File: src/rtl/asr_pkg.sv
package asr_pkg;
    localparam int CHAR_W = 7;
    localparam logic [CHAR_W-1:0] CODE_STX = 7'h02;
    localparam logic [CHAR_W-1:0] CODE_ETX = 7'h03;

    typedef enum logic [2:0] {
        FR_IDLE,
        FR_START,
        FR_DATA,
        FR_PARITY,
        FR_STOP
    } frame_st_t;

    typedef enum logic [1:0] {
        HD_WAIT_STX,
        HD_WAIT_ADDR,
        HD_PASS,
        HD_DISCARD
    } hdr_st_t;

    typedef enum logic [1:0] {
        HO_IDLE,
        HO_ARMED,
        HO_SHIFT
    } ho_st_t;
endpackage

File: src/rtl/asr_frame_seq.sv
module asr_frame_seq
    import asr_pkg::*;
#(
    parameter int CLKS_PER_BIT = 16,
    parameter int DATA_BITS    = 7
) (
    input  logic clk,
    input  logic rst_n,
    input  logic line_in,
    output logic data_tick,
    output logic parity_tick,
    output logic frame_idle
);
    localparam int CNT_W = $clog2(CLKS_PER_BIT);
    localparam int IDX_W = (DATA_BITS > 1) ? $clog2(DATA_BITS) : 1;
    localparam logic [CNT_W-1:0] MID_CNT  = CNT_W'(CLKS_PER_BIT / 2);
    localparam logic [CNT_W-1:0] LAST_CNT = CNT_W'(CLKS_PER_BIT - 1);
    localparam logic [IDX_W-1:0] LAST_IDX = IDX_W'(DATA_BITS - 1);

    frame_st_t        state, state_n;
    logic [CNT_W-1:0] cnt, cnt_n;
    logic [IDX_W-1:0] idx, idx_n;
    logic             at_mid, at_end;

    assign at_mid = (cnt == MID_CNT);
    assign at_end = (cnt == LAST_CNT);

    // state register
    always_ff @(posedge clk) begin
        if (!rst_n) begin
            state <= FR_IDLE;
            cnt   <= '0;
            idx   <= '0;
        end else begin
            state <= state_n;
            cnt   <= cnt_n;
            idx   <= idx_n;
        end
    end

    // next state
    always_comb begin
        state_n = state;
        cnt_n   = cnt + 1'b1;
        idx_n   = idx;
        unique case (state)
            FR_IDLE: begin
                cnt_n = '0;
                if (!line_in) state_n = FR_START;
            end
            FR_START: begin
                if (at_mid && line_in) begin
                    state_n = FR_IDLE;
                    cnt_n   = '0;
                end else if (at_end) begin
                    state_n = FR_DATA;
                    cnt_n   = '0;
                    idx_n   = '0;
                end
            end
            FR_DATA: begin
                if (at_end) begin
                    cnt_n = '0;
                    if (idx == LAST_IDX) state_n = FR_PARITY;
                    else                 idx_n   = idx + 1'b1;
                end
            end
            FR_PARITY: begin
                if (at_end) begin
                    state_n = FR_STOP;
                    cnt_n   = '0;
                end
            end
            FR_STOP: begin
                if (at_mid) begin
                    state_n = FR_IDLE;
                    cnt_n   = '0;
                end
            end
            default: begin
                state_n = FR_IDLE;
                cnt_n   = '0;
            end
        endcase
    end

    // outputs
    always_comb begin
        data_tick   = (state == FR_DATA)   && at_mid;
        parity_tick = (state == FR_PARITY) && at_mid;
        frame_idle  = (state == FR_IDLE);
    end
endmodule

File: src/rtl/asr_char_reg.sv
module asr_char_reg #(
    parameter int WIDTH = 7
) (
    input  logic             clk,
    input  logic             rst_n,
    input  logic             shift_in,
    input  logic             in_bit,
    input  logic             shift_out,
    output logic [WIDTH-1:0] q
);
    always_ff @(posedge clk) begin
        if (!rst_n) begin
            q <= '0;
        end else if (shift_in) begin
            q <= {in_bit, q[WIDTH-1:1]};
        end else if (shift_out) begin
            q <= {1'b0, q[WIDTH-1:1]};
        end
    end
endmodule

File: src/rtl/asr_header_fsm.sv
module asr_header_fsm
    import asr_pkg::*;
#(
    parameter logic [CHAR_W-1:0] STATION_ADDR = 7'h41
) (
    input  logic              clk,
    input  logic              rst_n,
    input  logic              parity_tick,
    input  logic [CHAR_W-1:0] ch,
    output logic              accept,
    output logic              stx_seen,
    output logic              addr_ok
);
    hdr_st_t state, state_n;
    logic    is_stx, is_etx, is_addr;

    assign is_stx  = (ch == CODE_STX);
    assign is_etx  = (ch == CODE_ETX);
    assign is_addr = (ch == STATION_ADDR);

    // state register
    always_ff @(posedge clk) begin
        if (!rst_n) state <= HD_WAIT_STX;
        else        state <= state_n;
    end

    // transitions, taken only at a parity midpoint
    always_comb begin
        state_n = state;
        if (parity_tick) begin
            unique case (state)
                HD_WAIT_STX: begin
                    if (is_stx)       state_n = HD_WAIT_ADDR;
                    else if (!is_etx) state_n = HD_DISCARD;
                end
                HD_WAIT_ADDR: begin
                    if (is_etx)       state_n = HD_WAIT_STX;
                    else if (is_addr) state_n = HD_PASS;
                    else              state_n = HD_DISCARD;
                end
                HD_PASS: begin
                    if (is_etx) state_n = HD_WAIT_STX;
                end
                HD_DISCARD: begin
                    if (is_etx) state_n = HD_WAIT_STX;
                end
                default: state_n = HD_WAIT_STX;
            endcase
        end
    end

    // outputs
    always_comb begin
        accept   = parity_tick && (state == HD_PASS);
        stx_seen = (state == HD_WAIT_ADDR) || (state == HD_PASS);
        addr_ok  = (state == HD_PASS);
    end
endmodule

File: src/rtl/asr_handoff.sv
module asr_handoff
    import asr_pkg::*;
#(
    parameter int BURST = 7
) (
    input  logic clk,
    input  logic rst_n,
    input  logic arm,
    input  logic src_bit,
    output logic strobe,
    output logic data
);
    localparam int CNT_W = (BURST > 1) ? $clog2(BURST) : 1;
    localparam logic [CNT_W-1:0] LAST = CNT_W'(BURST - 1);

    ho_st_t           state, state_n;
    logic [CNT_W-1:0] cnt, cnt_n;

    // state register
    always_ff @(posedge clk) begin
        if (!rst_n) begin
            state <= HO_IDLE;
            cnt   <= '0;
        end else begin
            state <= state_n;
            cnt   <= cnt_n;
        end
    end

    // next state
    always_comb begin
        state_n = state;
        cnt_n   = cnt;
        unique case (state)
            HO_IDLE: begin
                cnt_n = '0;
                if (arm) state_n = HO_ARMED;
            end
            HO_ARMED: begin
                state_n = HO_SHIFT;
                cnt_n   = '0;
            end
            HO_SHIFT: begin
                if (cnt == LAST) begin
                    state_n = HO_IDLE;
                    cnt_n   = '0;
                end else begin
                    cnt_n = cnt + 1'b1;
                end
            end
            default: state_n = HO_IDLE;
        endcase
    end

    // outputs
    always_comb begin
        strobe = (state == HO_SHIFT);
        data   = strobe & src_bit;
    end
endmodule

File: src/rtl/addr_serial_rx.sv
module addr_serial_rx
    import asr_pkg::*;
#(
    parameter int                CLKS_PER_BIT = 16,
    parameter logic [CHAR_W-1:0] STATION_ADDR = 7'h41
) (
    input  logic clk,
    input  logic rst_n,
    input  logic rx_line,
    input  logic tx_busy,
    output logic hand_data,
    output logic hand_strobe,
    output logic stx_seen,
    output logic addr_ok
);
    logic              line_in;
    logic              data_tick;
    logic              parity_tick;
    logic              frame_idle;
    logic              accept;
    logic [CHAR_W-1:0] char_q;

    // own transmission masks the receive line as idle-high
    assign line_in = rx_line | tx_busy;

    asr_frame_seq #(
        .CLKS_PER_BIT(CLKS_PER_BIT),
        .DATA_BITS   (CHAR_W)
    ) u_seq (
        .clk        (clk),
        .rst_n      (rst_n),
        .line_in    (line_in),
        .data_tick  (data_tick),
        .parity_tick(parity_tick),
        .frame_idle (frame_idle)
    );

    asr_char_reg #(
        .WIDTH(CHAR_W)
    ) u_reg (
        .clk      (clk),
        .rst_n    (rst_n),
        .shift_in (data_tick),
        .in_bit   (line_in),
        .shift_out(hand_strobe),
        .q        (char_q)
    );

    asr_header_fsm #(
        .STATION_ADDR(STATION_ADDR)
    ) u_hdr (
        .clk        (clk),
        .rst_n      (rst_n),
        .parity_tick(parity_tick),
        .ch         (char_q),
        .accept     (accept),
        .stx_seen   (stx_seen),
        .addr_ok    (addr_ok)
    );

    asr_handoff #(
        .BURST(CHAR_W)
    ) u_ho (
        .clk    (clk),
        .rst_n  (rst_n),
        .arm    (accept),
        .src_bit(char_q[0]),
        .strobe (hand_strobe),
        .data   (hand_data)
    );
endmodule

File: config.mk
export PLATFORM = sky130hd
export DESIGN_NAME = addr_serial_rx
export DESIGN_NICKNAME = d
export VERILOG_FILES = /design/src/rtl/asr_pkg.sv /design/src/rtl/asr_frame_seq.sv /design/src/rtl/asr_char_reg.sv /design/src/rtl/asr_header_fsm.sv /design/src/rtl/asr_handoff.sv /design/src/rtl/addr_serial_rx.sv
export SDC_FILE = /design/constraint.sdc
export NUM_CORES = 1
export LEC_CHECK = 0
export BUFFER_PORTS_ARGS = -buffer_cell sky130_fd_sc_hd__buf_4
export CAP_MARGIN = 0
export CORE_MARGIN = 2
export CORE_UTILIZATION = 41
export CTS_BUF_LIST = sky130_fd_sc_hd__clkbuf_2
export DETAILED_ROUTE_END_ITERATION = 8
export GPL_ROUTABILITY_DRIVEN = 0
export GPL_TIMING_DRIVEN = 1
export SKIP_LAST_GASP = 1
export SYNTH_ARGS = -nofsm -noshare
export SYNTH_HDL_FRONTEND = slang
export SYNTH_SLANG_ARGS = --single-unit
File: constraint.sdc
create_clock -name clk -period 1.85 [get_ports clk]
set_clock_uncertainty 0.05 [all_clocks]
set_input_delay 0.185 -clock clk [delete_from_list [all_inputs] [get_ports clk]]
set_output_delay 0.185 -clock clk [all_outputs]
set_load 0.01 [all_outputs]
After elaboration in Yosys (flattened, before gate mapping)
Cells that the tools add are included. Widths: inputs -> output; s select.

Register bits: 24. Word-level logic and storage cells: 89. Input bits: 4. Output and inout port bits: 4.

Add/sub/neg operators: 3. Mux-type cells: 30. Reductions and logical operators: 18. Bitwise logic cells: 2. Equality and inequality tests: 29.

Operator list (count): $mux 3 (12); $pmux 3 s5 (1); $eq 7x2->1 const B (2); $mux 7 (2); $ne 2x1->1 const B (7); $mux 2 (6); $mux 4 (3); $pmux 2 s3 (2); $pmux 3 s2 (2); $pmux 4 s3 (1); $eq 3x3->1 const B (3); $eq 4x4->1 const B (2); $ne 2x2->1 const B (4); $eq 7x7->1 const B (1); $add 3x1->3 const B (2); $eq 2x2->1 const B (3); $eq 3x2->1 const B (2); $reduce_and 6->1 (1); $reduce_bool 2->1 (3); $reduce_or 2->1 (3); $reduce_and 5->1 (1); $add 4x1->4 const B (1); $eq 2x1->1 const B (2); $logic_and 1x1->1 (4); 11 further kinds (12).

Logic depth before layout (Yosys ltp)
Depth after elaboration: 5. Mapped depth: 6. Mapped depth without buffers: 6.

Cells and area by module
A second synthesis with hierarchy kept.

Cells, all modules: 151. Area total of the unflattened synthesis: 1348.8 µm².

Modules (own cells, without submodules): asr_frame_seq (cells each 73, seq. area each 200.2 µm², area an instance 598.1 µm², instances 1); asr_char_reg (cells each 24, seq. area each 140.1 µm², area an instance 266.5 µm², instances 1); asr_header_fsm (cells each 28, seq. area each 40.0 µm², area an instance 254.0 µm², instances 1); asr_handoff (cells each 25, seq. area each 100.1 µm², area an instance 224.0 µm², instances 1); addr_serial_rx (cells each 1, seq. area each 0.0 µm², area an instance 6.3 µm², instances 1).

Worst setup path after synthesis
OpenSTA, ideal clock, no wires.

Kind: reg-to-reg. Start: register u_seq.cnt[0]. End: register u_seq.idx[1]. Setup time: 70 ps. Setup slack: 104 ps. Buffers on the path: 0. Period minus slack after synthesis: 1746 ps. Required time: 1730 ps. Cell stages (with the launch flop): 6. Arrival time: 1626 ps. Cells stage by stage: dfxtp_1 ha_1 nand3_2 a2111o_1 or4_1 a21boi_1.

Longest elaborated chain between the ends: 4. Elaborated cells on any way between the ends: 7. Classes of those cells: eq/ne: 5; reduce/logical: 2.

RTL lines: start, declared (line asr_frame_seq.sv:21) `logic [CNT_W-1:0] cnt, cnt_n;`; start signal, assigned (line asr_frame_seq.sv:36) `cnt <= cnt_n;`; $eq 4x4->1 (line asr_frame_seq.sv:25) `assign at_mid = (cnt == MID_CNT);`; $logic_and 1x1->1 (line asr_frame_seq.sv:52) `if (at_mid && line_in) begin`; $ne 2x2->1 (no line); $reduce_and 5->1 (no line) *; end signal, assigned (line asr_frame_seq.sv:37) `idx <= idx_n;`; end, declared (line asr_frame_seq.sv:22) `logic [IDX_W-1:0] idx, idx_n;`.

Every way passes the cells marked *; elsewhere a longest branch is shown, timed or not. A chain may end at the register's enable or synchronous reset.

Final worst setup path
Start: register u_seq.cnt[0]. End: register u_seq.idx[0].

The elaborated chain is that of the path after synthesis.

==> out/results.txt <==
Synthesized instance count -> 151
Tightest Hold Check Type -> input port to flop
Worst-Margin Slew -> 0.427 ns
Worst vdd rail ir drop -> 241 µV
Unrepaired setup endpoints after global routing -> yes
Final setup viols -> 0
Final Hold Violating Endpoints -> 0
Final Util -> 49.5%
H-Tree Depth -> 1
Worst Path Buf+Inv -> 0
Core area -> 0.00305 mm²
Global route overflow -> 0
Hold_sp -> rst_n
DR iter-0 viols -> 43
Critical path launch point type -> flop
Yosys warning count -> 0
CP Class -> flop to flop
Relative slew slack -> 71.6%
CTS tree -> yes
CP max FO -> 4
I/O Buffers -> 7
Fillcell total -> 324
Status -> complete, no violations
Post-route ant nets -> 0
Setup TNS -> 0 ns
Antenna diode instance count -> 0
Setup bufs post-CTS -> 0
FF-to-FF setup slack -> 0.04 ns
WHS Endpoint -> u_seq.cnt[1]
Ports -> 8
Placed Instances -> 204
Num CTS Buffers -> 3
EDFF count, synth -> 0
Mean cell area of the mapped netlist -> 8.77 µm²
First-pass GRT wire length -> 4110 µm
Root Driver -> clkbuf_2
Post-synth cell types -> 40
Critical path, cell by cell -> ha_4 -> nand3_2 -> a2111o_1 -> or4_1 -> a21boi_2
Commonest non-fill, non-tap cell in the layout -> dfxtp_1
Critical path's top delay family -> compound AO/OA/AOI/OAI gates
Clk slew on worst S/H paths -> 0.20 ns
Max incr delay on CP -> 0.43 ns
DR vias/cell -> 5.29
CTS sink cnt -> 24
Antenna violations before repair -> 0
Die area -> 0.00370 mm²
Mapped Nets -> 164
Share of cells above drive strength 1 -> 17.2%
FP Rows -> 20
Place WS -> 0.0130 ns
Static leakage -> 0.516 nW
Vias in the first global route -> 979
DRT Pass-1 Iters -> 4
R2R Path End -> u_seq.idx[0]
Synth Flop Type -> dfxtp_1
Chip width -> 60.9 µm
Largest net degree at the start of global routing -> 24
Worst r2r path cells -> 5
Syn-to-layout area delta -> 14.1%
Critical Path AT -> 2.04 ns
Hold Buf Count CTS -> 0
Worst R2R Start -> u_seq.cnt[0]
Gr usage total -> 14.9%
Worst Hold Depth -> 3
Initial Util -> 43.4%
DRT Wirelength -> 2460 µm
Worst setup EP type -> flop
Max Freq -> 553 MHz
DR vias -> 1096
Finished Layout Cells -> 207
Final HPWL DP -> 1850 µm
Async SR Flop Fraction -> 0%
Max-cap viol count -> 0
Crit-path slowest cell -> dfxtp_2
Max-slew violations -> 0
Die height -> 60.9 µm
Routed WL per cell -> 11.9 µm
Worst-skew pair later-pin latency -> 0.33 ns
Cell Area, Synth -> 0.00133 mm²
Sequential fraction of the synthesis area -> 36.3%
Commonest non-fill, non-tap cells in the layout -> dfxtp_1, buf_4, o21ai_0
Tcrit/Tclk final -> 97.8%
Count of state elements after synthesis -> 24
Drt drc -> 0
Final min period -> 1.81 ns
CP Data Required Time -> 2.08 ns
Final WS setup -> 0.0407 ns
# nets final -> 178
Pwr per Cell Area -> 495 mW/mm²
Clock Path Buffers -> 2
[layout make-up]
| type | instances | area, µm² | area share (%) |
|---|---|---|---|
| Multi-Input combinational cell | 111 | 803 | 53.1 |
| Inverter | 9 | 33.8 | 2.24 |
| Clock buffer | 3 | 15.0 | 0.993 |
| Sequential cell | 24 | 484 | 32.0 |
| Tap cell | 44 | 55.1 | 3.64 |
| Timing Repair Buffer | 16 | 120 | 7.95 |
[sequential cells by signal, summed over array words and instances (netlist names)]
register / flops
u_hdr.state: 2
u_ho.cnt: 3
u_ho.state: 2
u_reg.q: 7
u_seq.cnt: 4
u_seq.idx: 3
u_seq.state: 3
[repair_timing]
| item | in CTS | in global routing |
|---|---|---|
| setup endpoints to repair | 2 | 3 |
| pin swaps | 0 | 0 |
| resized for setup | 1 | 6 |
| gates cloned | 0 | 0 |
[worst register-to-register path, cell delays in order (launching register included)]
cell and delay (ns):
dfxtp_2 0.43, ha_4 0.17, nand3_2 0.10, a2111o_1 0.43
or4_1 0.43, a21boi_2 0.16
[power breakdown]
part	internal, mW	switching [mW]
clock network	0.0442	0.148
registers	0.520	0.00342
logic	0.0142	0.0188
[logic make-up (layout without fill, tap and decap cells)]
logic type,count (synthesis),count (layout),share of synthesized area (%)
XOR/XNOR,3,3,1.98
AND/OR/NAND/NOR,54,54,23.2
flip-flops,24,24,36.3
AO/OA/AOI/OAI,37,37,19.4
buffers and inverters,16,28,4.63
multiplexers,8,8,6.04
adder cells (fa/ha/maj),9,9,8.50
[metrics by stage]
| stage | power, mW | instance area, µm² | hold WS, ns |
|---|---|---|---|
| 2_1_floorplan | 0.554 | 1330 | 0.264 |
| 3_3_place_gp | 0.566 | 1470 | 0.411 |
| 3_5_place_dp | 0.567 | 1470 | 0.414 |
| 4_1_cts | 0.758 | 1490 | 0.116 |
| 5_1_grt | 0.783 | 1510 | 0.101 |
| 6_report | 0.749 | 1510 | 0.118 |
[synthesized netlist by cell type (all sizes together), types with 2 or more instances]
master	number	area share, %
dfxtp	24	36
o21ai	10	3.8
ha	9	8.5
inv	9	2.5
nand2	9	2.5
mux2i	8	6.0
a21oi	7	2.6
nor2	7	2.0
nor2b	7	3.3
clkbuf	6	1.7
nand3	6	2.6
nand2b	5	2.4
a211oi	4	2.3
a21boi	4	2.3
nand4b	3	2.0
nor3	3	1.1
or3	3	1.4
or4	3	1.7
a31oi	2	0.94
and2	2	0.94
nor4	2	0.94
o31ai	2	2.2
xor2	2	1.3
[worst max-delay path by stage]
stage | from | to | slack, ns | cells past startpoint
finish | u_seq.cnt[0] | u_seq.idx[0] | 0.04 | 5
detailed placement | u_seq.cnt[0] | u_seq.idx[0] | 0.01 | 5
global route | u_seq.cnt[0] | u_seq.idx[0] | -0.02 | 5
CTS | u_seq.cnt[1] | u_seq.idx[0] | 0.008 | 5
global placement | u_seq.cnt[0] | u_seq.idx[0] | 0.07 | 5
floorplan | u_seq.cnt[0] | u_seq.idx[1] | 0.10 | 5
[per-layer routing]
layer / up-vias / GRT usage, % / wire length, µm
met1: 502 / 19.3 / 1220
met2: 14 / 23.8 / 1130
met5: - / 0 / 0
met4: 0 / 7.76 / 27
li1: 576 / - / -
met3: 4 / 2.56 / 76
(Power assumes the default switching activity.)
